<file path="src/rtl/rxto_pkg.sv">
`timescale 1ns/1ps
package rxto_pkg;

    // Longest character: start + 8 data + parity + 2 stop.
    localparam int MAX_FRAME_BITS = 12;
    localparam int FRAME_W        = 4;

    typedef enum logic [1:0] {
        ST_EMPTY  = 2'd0,
        ST_TIMING = 2'd1,
        ST_FIRED  = 2'd2
    } rxto_state_e;

    typedef struct packed {
        logic [1:0] data_sel;
        logic       parity_en;
        logic       stop2;
    } line_fmt_t;

    // Bits on the wire for one character under the given format.
    function automatic logic [FRAME_W-1:0] frame_bits(input line_fmt_t f);
        logic [FRAME_W-1:0] n;
        n = FRAME_W'(7) + FRAME_W'(f.data_sel) + FRAME_W'(f.parity_en) + FRAME_W'(f.stop2);
        return n;
    endfunction

endpackage

</file>
<file path="src/rtl/rxto_bitclk.sv">
`timescale 1ns/1ps
module rxto_bitclk #(
    parameter int DIV_W = 16
) (
    input  logic             clk,
    input  logic             rst_n,
    input  logic             clear,
    input  logic [DIV_W-1:0] divisor,
    output logic             tick
);
    logic [DIV_W-1:0] cnt;
    logic [DIV_W-1:0] last;

    always_comb begin
        last = (divisor == '0) ? '0 : divisor - DIV_W'(1);
        tick = !clear && (cnt == last);
    end

    always_ff @(posedge clk) begin
        if (!rst_n || clear) begin
            cnt <= '0;
        end else if (cnt >= last) begin
            cnt <= '0;
        end else begin
            cnt <= cnt + DIV_W'(1);
        end
    end
endmodule

</file>
<file path="src/rtl/rxto_timer.sv">
`timescale 1ns/1ps
module rxto_timer #(
    parameter int CNT_W = 6
) (
    input  logic             clk,
    input  logic             rst_n,
    input  logic             clear,
    input  logic             tick,
    input  logic [CNT_W-1:0] limit,
    output logic             expire
);
    logic [CNT_W-1:0] cnt;

    always_comb begin
        expire = !clear && tick && (cnt == limit - CNT_W'(1));
    end

    always_ff @(posedge clk) begin
        if (!rst_n || clear || expire) begin
            cnt <= '0;
        end else if (tick) begin
            cnt <= cnt + CNT_W'(1);
        end
    end
endmodule

</file>
<file path="src/rtl/rxto_trigger.sv">
`timescale 1ns/1ps
module rxto_trigger #(
    parameter int LVL_W = 5,
    parameter int TH0   = 1,
    parameter int TH1   = 4,
    parameter int TH2   = 8,
    parameter int TH3   = 14
) (
    input  logic             clk,
    input  logic             rst_n,
    input  logic [LVL_W-1:0] level,
    input  logic [1:0]       sel,
    output logic             hit
);
    localparam int NSEL = 4;
    logic [LVL_W-1:0] thr [NSEL];
    logic [LVL_W-1:0] th_now;

    generate
        for (genvar g = 0; g < NSEL; g++) begin : g_thr
            localparam int TV = (g == 0) ? TH0 : (g == 1) ? TH1 : (g == 2) ? TH2 : TH3;
            assign thr[g] = LVL_W'(TV);
        end
    endgenerate

    always_comb begin
        th_now = thr[sel];
    end

    always_ff @(posedge clk) begin
        if (!rst_n) begin
            hit <= 1'b0;
        end else begin
            hit <= (level >= th_now);
        end
    end
endmodule

</file>
<file path="src/rtl/rxto_detect.sv">
`timescale 1ns/1ps
module rxto_detect
    import rxto_pkg::*;
#(
    parameter int FIFO_DEPTH = 16,
    parameter int LVL_W      = $clog2(FIFO_DEPTH + 1),
    parameter int DIV_W      = 16,
    parameter int CHAR_TIMES = 4,
    parameter int TH0        = 1,
    parameter int TH1        = 4,
    parameter int TH2        = 8,
    parameter int TH3        = 14
) (
    input  logic             clk,
    input  logic             rst_n,
    input  logic [LVL_W-1:0] fifo_level,
    input  logic             char_rx,
    input  logic             host_rd,
    input  logic [1:0]       data_sel,
    input  logic             parity_en,
    input  logic             stop2,
    input  logic [DIV_W-1:0] divisor,
    input  logic [1:0]       trig_sel,
    output logic             rto_irq,
    output logic             trig_irq
);
    localparam int CNT_W = $clog2(CHAR_TIMES * MAX_FRAME_BITS + 1);
    localparam int CFG_W = $bits(line_fmt_t) + DIV_W;

    rxto_state_e      state, state_nx;
    line_fmt_t        fmt;
    logic [CFG_W-1:0] cfg_now, cfg_q;
    logic             cfg_chg;
    logic             level_nz;
    logic             restart;
    logic             run;
    logic             bit_tick;
    logic             expire;
    logic [CNT_W-1:0] limit;

    always_comb begin
        fmt       = '{data_sel: data_sel, parity_en: parity_en, stop2: stop2};
        cfg_now   = {fmt, divisor};
        cfg_chg   = (cfg_now != cfg_q);
        level_nz  = (fifo_level != '0);
        restart   = char_rx || host_rd || cfg_chg;
        run       = (state == ST_TIMING) && level_nz && !restart;
        limit     = CNT_W'(CHAR_TIMES) * CNT_W'(frame_bits(fmt));
    end

    always_ff @(posedge clk) begin
        if (!rst_n) begin
            cfg_q <= '0;
        end else begin
            cfg_q <= cfg_now;
        end
    end

    rxto_bitclk #(.DIV_W(DIV_W)) u_bitclk (
        .clk     (clk),
        .rst_n   (rst_n),
        .clear   (!run),
        .divisor (divisor),
        .tick    (bit_tick)
    );

    rxto_timer #(.CNT_W(CNT_W)) u_timer (
        .clk    (clk),
        .rst_n  (rst_n),
        .clear  (!run),
        .tick   (bit_tick),
        .limit  (limit),
        .expire (expire)
    );

    rxto_trigger #(
        .LVL_W (LVL_W),
        .TH0   (TH0),
        .TH1   (TH1),
        .TH2   (TH2),
        .TH3   (TH3)
    ) u_trig (
        .clk   (clk),
        .rst_n (rst_n),
        .level (fifo_level),
        .sel   (trig_sel),
        .hit   (trig_irq)
    );

    // Next-state logic.
    always_comb begin
        state_nx = state;
        unique case (state)
            ST_EMPTY: begin
                if (level_nz) state_nx = ST_TIMING;
            end
            ST_TIMING: begin
                if (!level_nz)    state_nx = ST_EMPTY;
                else if (restart) state_nx = ST_TIMING;
                else if (expire)  state_nx = ST_FIRED;
            end
            ST_FIRED: begin
                if (!level_nz)                state_nx = ST_EMPTY;
                else if (char_rx || host_rd)  state_nx = ST_TIMING;
            end
            default: state_nx = ST_EMPTY;
        endcase
    end

    // State register.
    always_ff @(posedge clk) begin
        if (!rst_n) begin
            state <= ST_EMPTY;
        end else begin
            state <= state_nx;
        end
    end

    // Output decode.
    always_comb begin
        rto_irq = (state == ST_FIRED);
    end
endmodule

</file>
<file path="config.mk">
export PLATFORM = sky130hd
export DESIGN_NAME = rxto_detect
export DESIGN_NICKNAME = d
export VERILOG_FILES = /design/src/rtl/rxto_pkg.sv /design/src/rtl/rxto_bitclk.sv /design/src/rtl/rxto_timer.sv /design/src/rtl/rxto_trigger.sv /design/src/rtl/rxto_detect.sv
export SDC_FILE = /design/constraint.sdc
export NUM_CORES = 1
export LEC_CHECK = 0
export ABC_AREA = 1
export BUFFER_PORTS_ARGS = -buffer_cell sky130_fd_sc_hd__buf_2
export CAP_MARGIN = 20
export CORE_MARGIN = 1
export CORE_UTILIZATION = 50
export CTS_BUF_LIST = sky130_fd_sc_hd__clkbuf_16
export DETAILED_ROUTE_END_ITERATION = 8
export HOLD_SLACK_MARGIN = 0.08
export PLACE_DENSITY_LB_ADDON = 0.15
export SLEW_MARGIN = 15
export SYNTH_ARGS = -nofsm -noshare
export SYNTH_HDL_FRONTEND = slang
export SYNTH_SLANG_ARGS = --single-unit
</file>
<file path="constraint.sdc">
create_clock -name clk -period 3.79 [get_ports clk]
set_input_delay 0.5685 -clock clk [delete_from_list [all_inputs] [get_ports clk]]
set_output_delay 0.5685 -clock clk [all_outputs]
set_load 0.01 [all_outputs]
</file>
==> flow_metrics.env <==
export IMPL_clock_latency_ps=290
export IMPL_fin_util_pct=59.58
export IMPL_placed_area_um2=3443
export IMPL_grt_max_degree=25
export IMPL_coreArea_um2=6061
export IMPL_synth_warnings=0
export IMPL_maxSlewHeadroom_pct=71.62
export IMPL_hold_path_depth=2
export IMPL_arrival_ps=3630
export IMPL_grt_pass1_wl_um=10810
export IMPL_syn_avg_cell_area_um2=6.628
export IMPL_io_buffer_count=32
export IMPL_p_total_mw=1.136
export IMPL_viasPerCell=4.854
export IMPL_drt_met1_wl_um=3309
export IMPL_drt_initial_drc_count=92
export IMPL_maxUsedRoutingLayer="met4"
export IMPL_fp_dieW_um=82.10
export IMPL_post_synth_num_cell_types=39
export IMPL_critPathRequiredTime_ps=4000
export IMPL_status="finished, final reports clean"
export IMPL_grt_pass1_vias=2538
export IMPL_design_area_um2=3611
export IMPL_place_gp_congestion=0.8523
export IMPL_synth_nets=543
export IMPL_cp_end_kind="flip-flop"
export IMPL_grt_ovfl_total=0
export IMPL_power_density_nw_per_um2=314.5
export IMPL_synth_top_area_cell="dfxtp_1"
export IMPL_fin_cells=595
export IMPL_hold_path_class="reg -> reg"
export IMPL_clkSinkCount=45
export IMPL_critPathLaunchType="input pin"
export IMPL_post_cts_setup_buffers=0
export IMPL_cts_tree="built"
export IMPL_critPathKind="in -> reg"
export IMPL_ys_top_cells_by_area="dfxtp_1 28%, nand2_1 16%, ha_1 11%"
export IMPL_ir_worst_vdd_mv=0.1739
export IMPL_synth_seq_cells=45
export IMPL_synth_edf_count=0
export IMPL_drt_antenna_violating_nets=0
export IMPL_fin_crit_sh_pct=90.30
export IMPL_ys_flop_type="dfxtp_1"
export IMPL_grt_use_total_pct=20.69
export IMPL_antenna_found_initial=0
export IMPL_ioPinCount=33
export IMPL_syn_to_final_growth_pct=12.56
export IMPL_rr_worst_depth=10
export IMPL_die_area_um2=6740
export IMPL_root_buffer="clkbuf_16"
export IMPL_layout_commonest_cell="nand2_1"
export IMPL_drc=0
export IMPL_clkTransAtPathRegs_ps=60
export IMPL_cts_made_buffers=5
export IMPL_crit_fanout=16
export IMPL_final_cell_mix="140 x nand2_1, 79 x inv_1, 49 x nor2_1"
export IMPL_clockBufferDepth=2
export IMPL_maxCapViolCount=0
export IMPL_rows=28
export IMPL_wl_per_cell_um=10.54
export IMPL_synth_area_um2=3208
export IMPL_drt_total_wl_um=6269
export IMPL_layout_drive_gt1_share_pct=15.96
export IMPL_dp_hpwl_um=5004
export IMPL_hold_viol=0
export IMPL_yosysSeqAreaShare_pct=28.08
export IMPL_setup_viol=0
export IMPL_worst_slew_pin_slew_ps=425.6
export IMPL_synth_top_cell_area_share_pct=28.08
export IMPL_slew_viol_final=0
export IMPL_syn_inst=484
export IMPL_rsz0062_at_grt="false"
export IMPL_max_freq_mhz=292.2
export IMPL_placed_cells=587
export IMPL_via_count=2888
export IMPL_wl_met3_um=207
export IMPL_layout_nets=578
export IMPL_async_flop_share_pct=0
export IMPL_clock_skew_ps=5.945
export IMPL_initial_core_util_pct=52.93
export IMPL_fin_crit_ps=3422
export IMPL_drt_pass1_iter_count=4
export IMPL_p_leak_nw=1.843
export IMPL_die_h_um=82.10
export IMPL_antennaDiodeCount=0
export IMPL_tns_ps=0
export IMPL_route_met2_wl_um=2670
export IMPL_htreeDepth=2
cells in the mapped netlist (9+ instances only):
master,count
nor2_2,12
xor2_1,10
a21oi_1,16
nor2_1,49
inv_2,11
nand3_1,18
ha_1,27
nor3_1,15
xnor2_1,9
dfxtp_1,45
inv_1,78
nand2_1,140
flip-flops by register name, indices dropped and copies added (netlist names):
signal	cells
u_bitclk.cnt	16
cfg_q	20
u_trig.hit	1
u_timer.cnt	6
state	2
power by group:
part	internal (mW)	leakage [nW]	switching, mW
combinational	0.0621	1.39	0.0937
sequential	0.486	0.369	0.00575
clock	0.307	0.0826	0.181
area by class of cell:
type / instances / area, um2
fillers: 590 / 2450
repair buffers: 33 / 167.7
inverters: 90 / 342.8
multi-input cells: 344 / 1943
clock buffers: 5 / 125.1
well taps: 75 / 93.84
clock inverters: 3 / 37.54
flip-flops and latches: 45 / 900.9
cell families (layout without fill, tap and decap cells):
kind of cell	Yosys count	count (layout)	share of synthesized area (%)
AOI/OAI and AO/OA	36	36	6.592
and+or+nand+nor	261	261	37.48
adders and majority gates	28	28	11.15
buffers and inverters	95	131	11.51
DFF	45	45	28.08
xor gates and xnor gates	19	19	5.187
critical path, cell delays in order:
cell and delay [ps]:
buf_2 130, inv_1 70, ha_1 190, nand2_1 100
nor3_2 130, inv_1 80, nor3_2 190, nand2_1 100
nor2_2 200, nand3_1 120, nor3_1 150, a21oi_1 70
ha_1 290, nand4_1 130, nor3_2 70, nand2_1 190
o2111ai_1 140, nor2_1 190, nand3_4 250, nor3_1 250
final timing paths:
check | startpoint | to | slack, ps
setup reg to reg | u_bitclk.cnt[11]$_SDFF_PP0_ | u_bitclk.cnt[15]$_SDFF_PP0_ | 1720
setup / recovery | divisor[0] | u_bitclk.cnt[15]$_SDFF_PP0_ | 370
hold / removal | u_timer.cnt[5]$_SDFFE_PP0P_ | u_timer.cnt[5]$_SDFFE_PP0P_ | 460
hold reg to reg | u_timer.cnt[5]$_SDFFE_PP0P_ | u_timer.cnt[5]$_SDFFE_PP0P_ | 460
layer usage:
metal,vias to the layer above,global-route usage [%]
met5,-,0
met1,1262,28.40
li1,1573,-
met4,0,6.140
met2,44,32.98
met3,9,3.626
metrics by stage:
| stage | hold slack [ps] | setup WS (ps) |
|---|---|---|
| after floorplan | 438.2 | 582.2 |
| after global placement | 452.6 | 198.7 |
| after detailed placement | 454.3 | 64.40 |
| after CTS | 463.5 | 345.9 |
| after global routing | 504.0 | 6.583 |
| final | 460.3 | 367.6 |
timing repair:
| action | 4_1_cts | 5_1_grt |
|---|---|---|
| hold endpoints to repair | 0 | 0 |
| gates resized for setup | 0 | 1 |
| hold buffers | 0 | 0 |
| setup endpoints to repair | 0 | 2 |
Power figures use the tool's default switching activity.
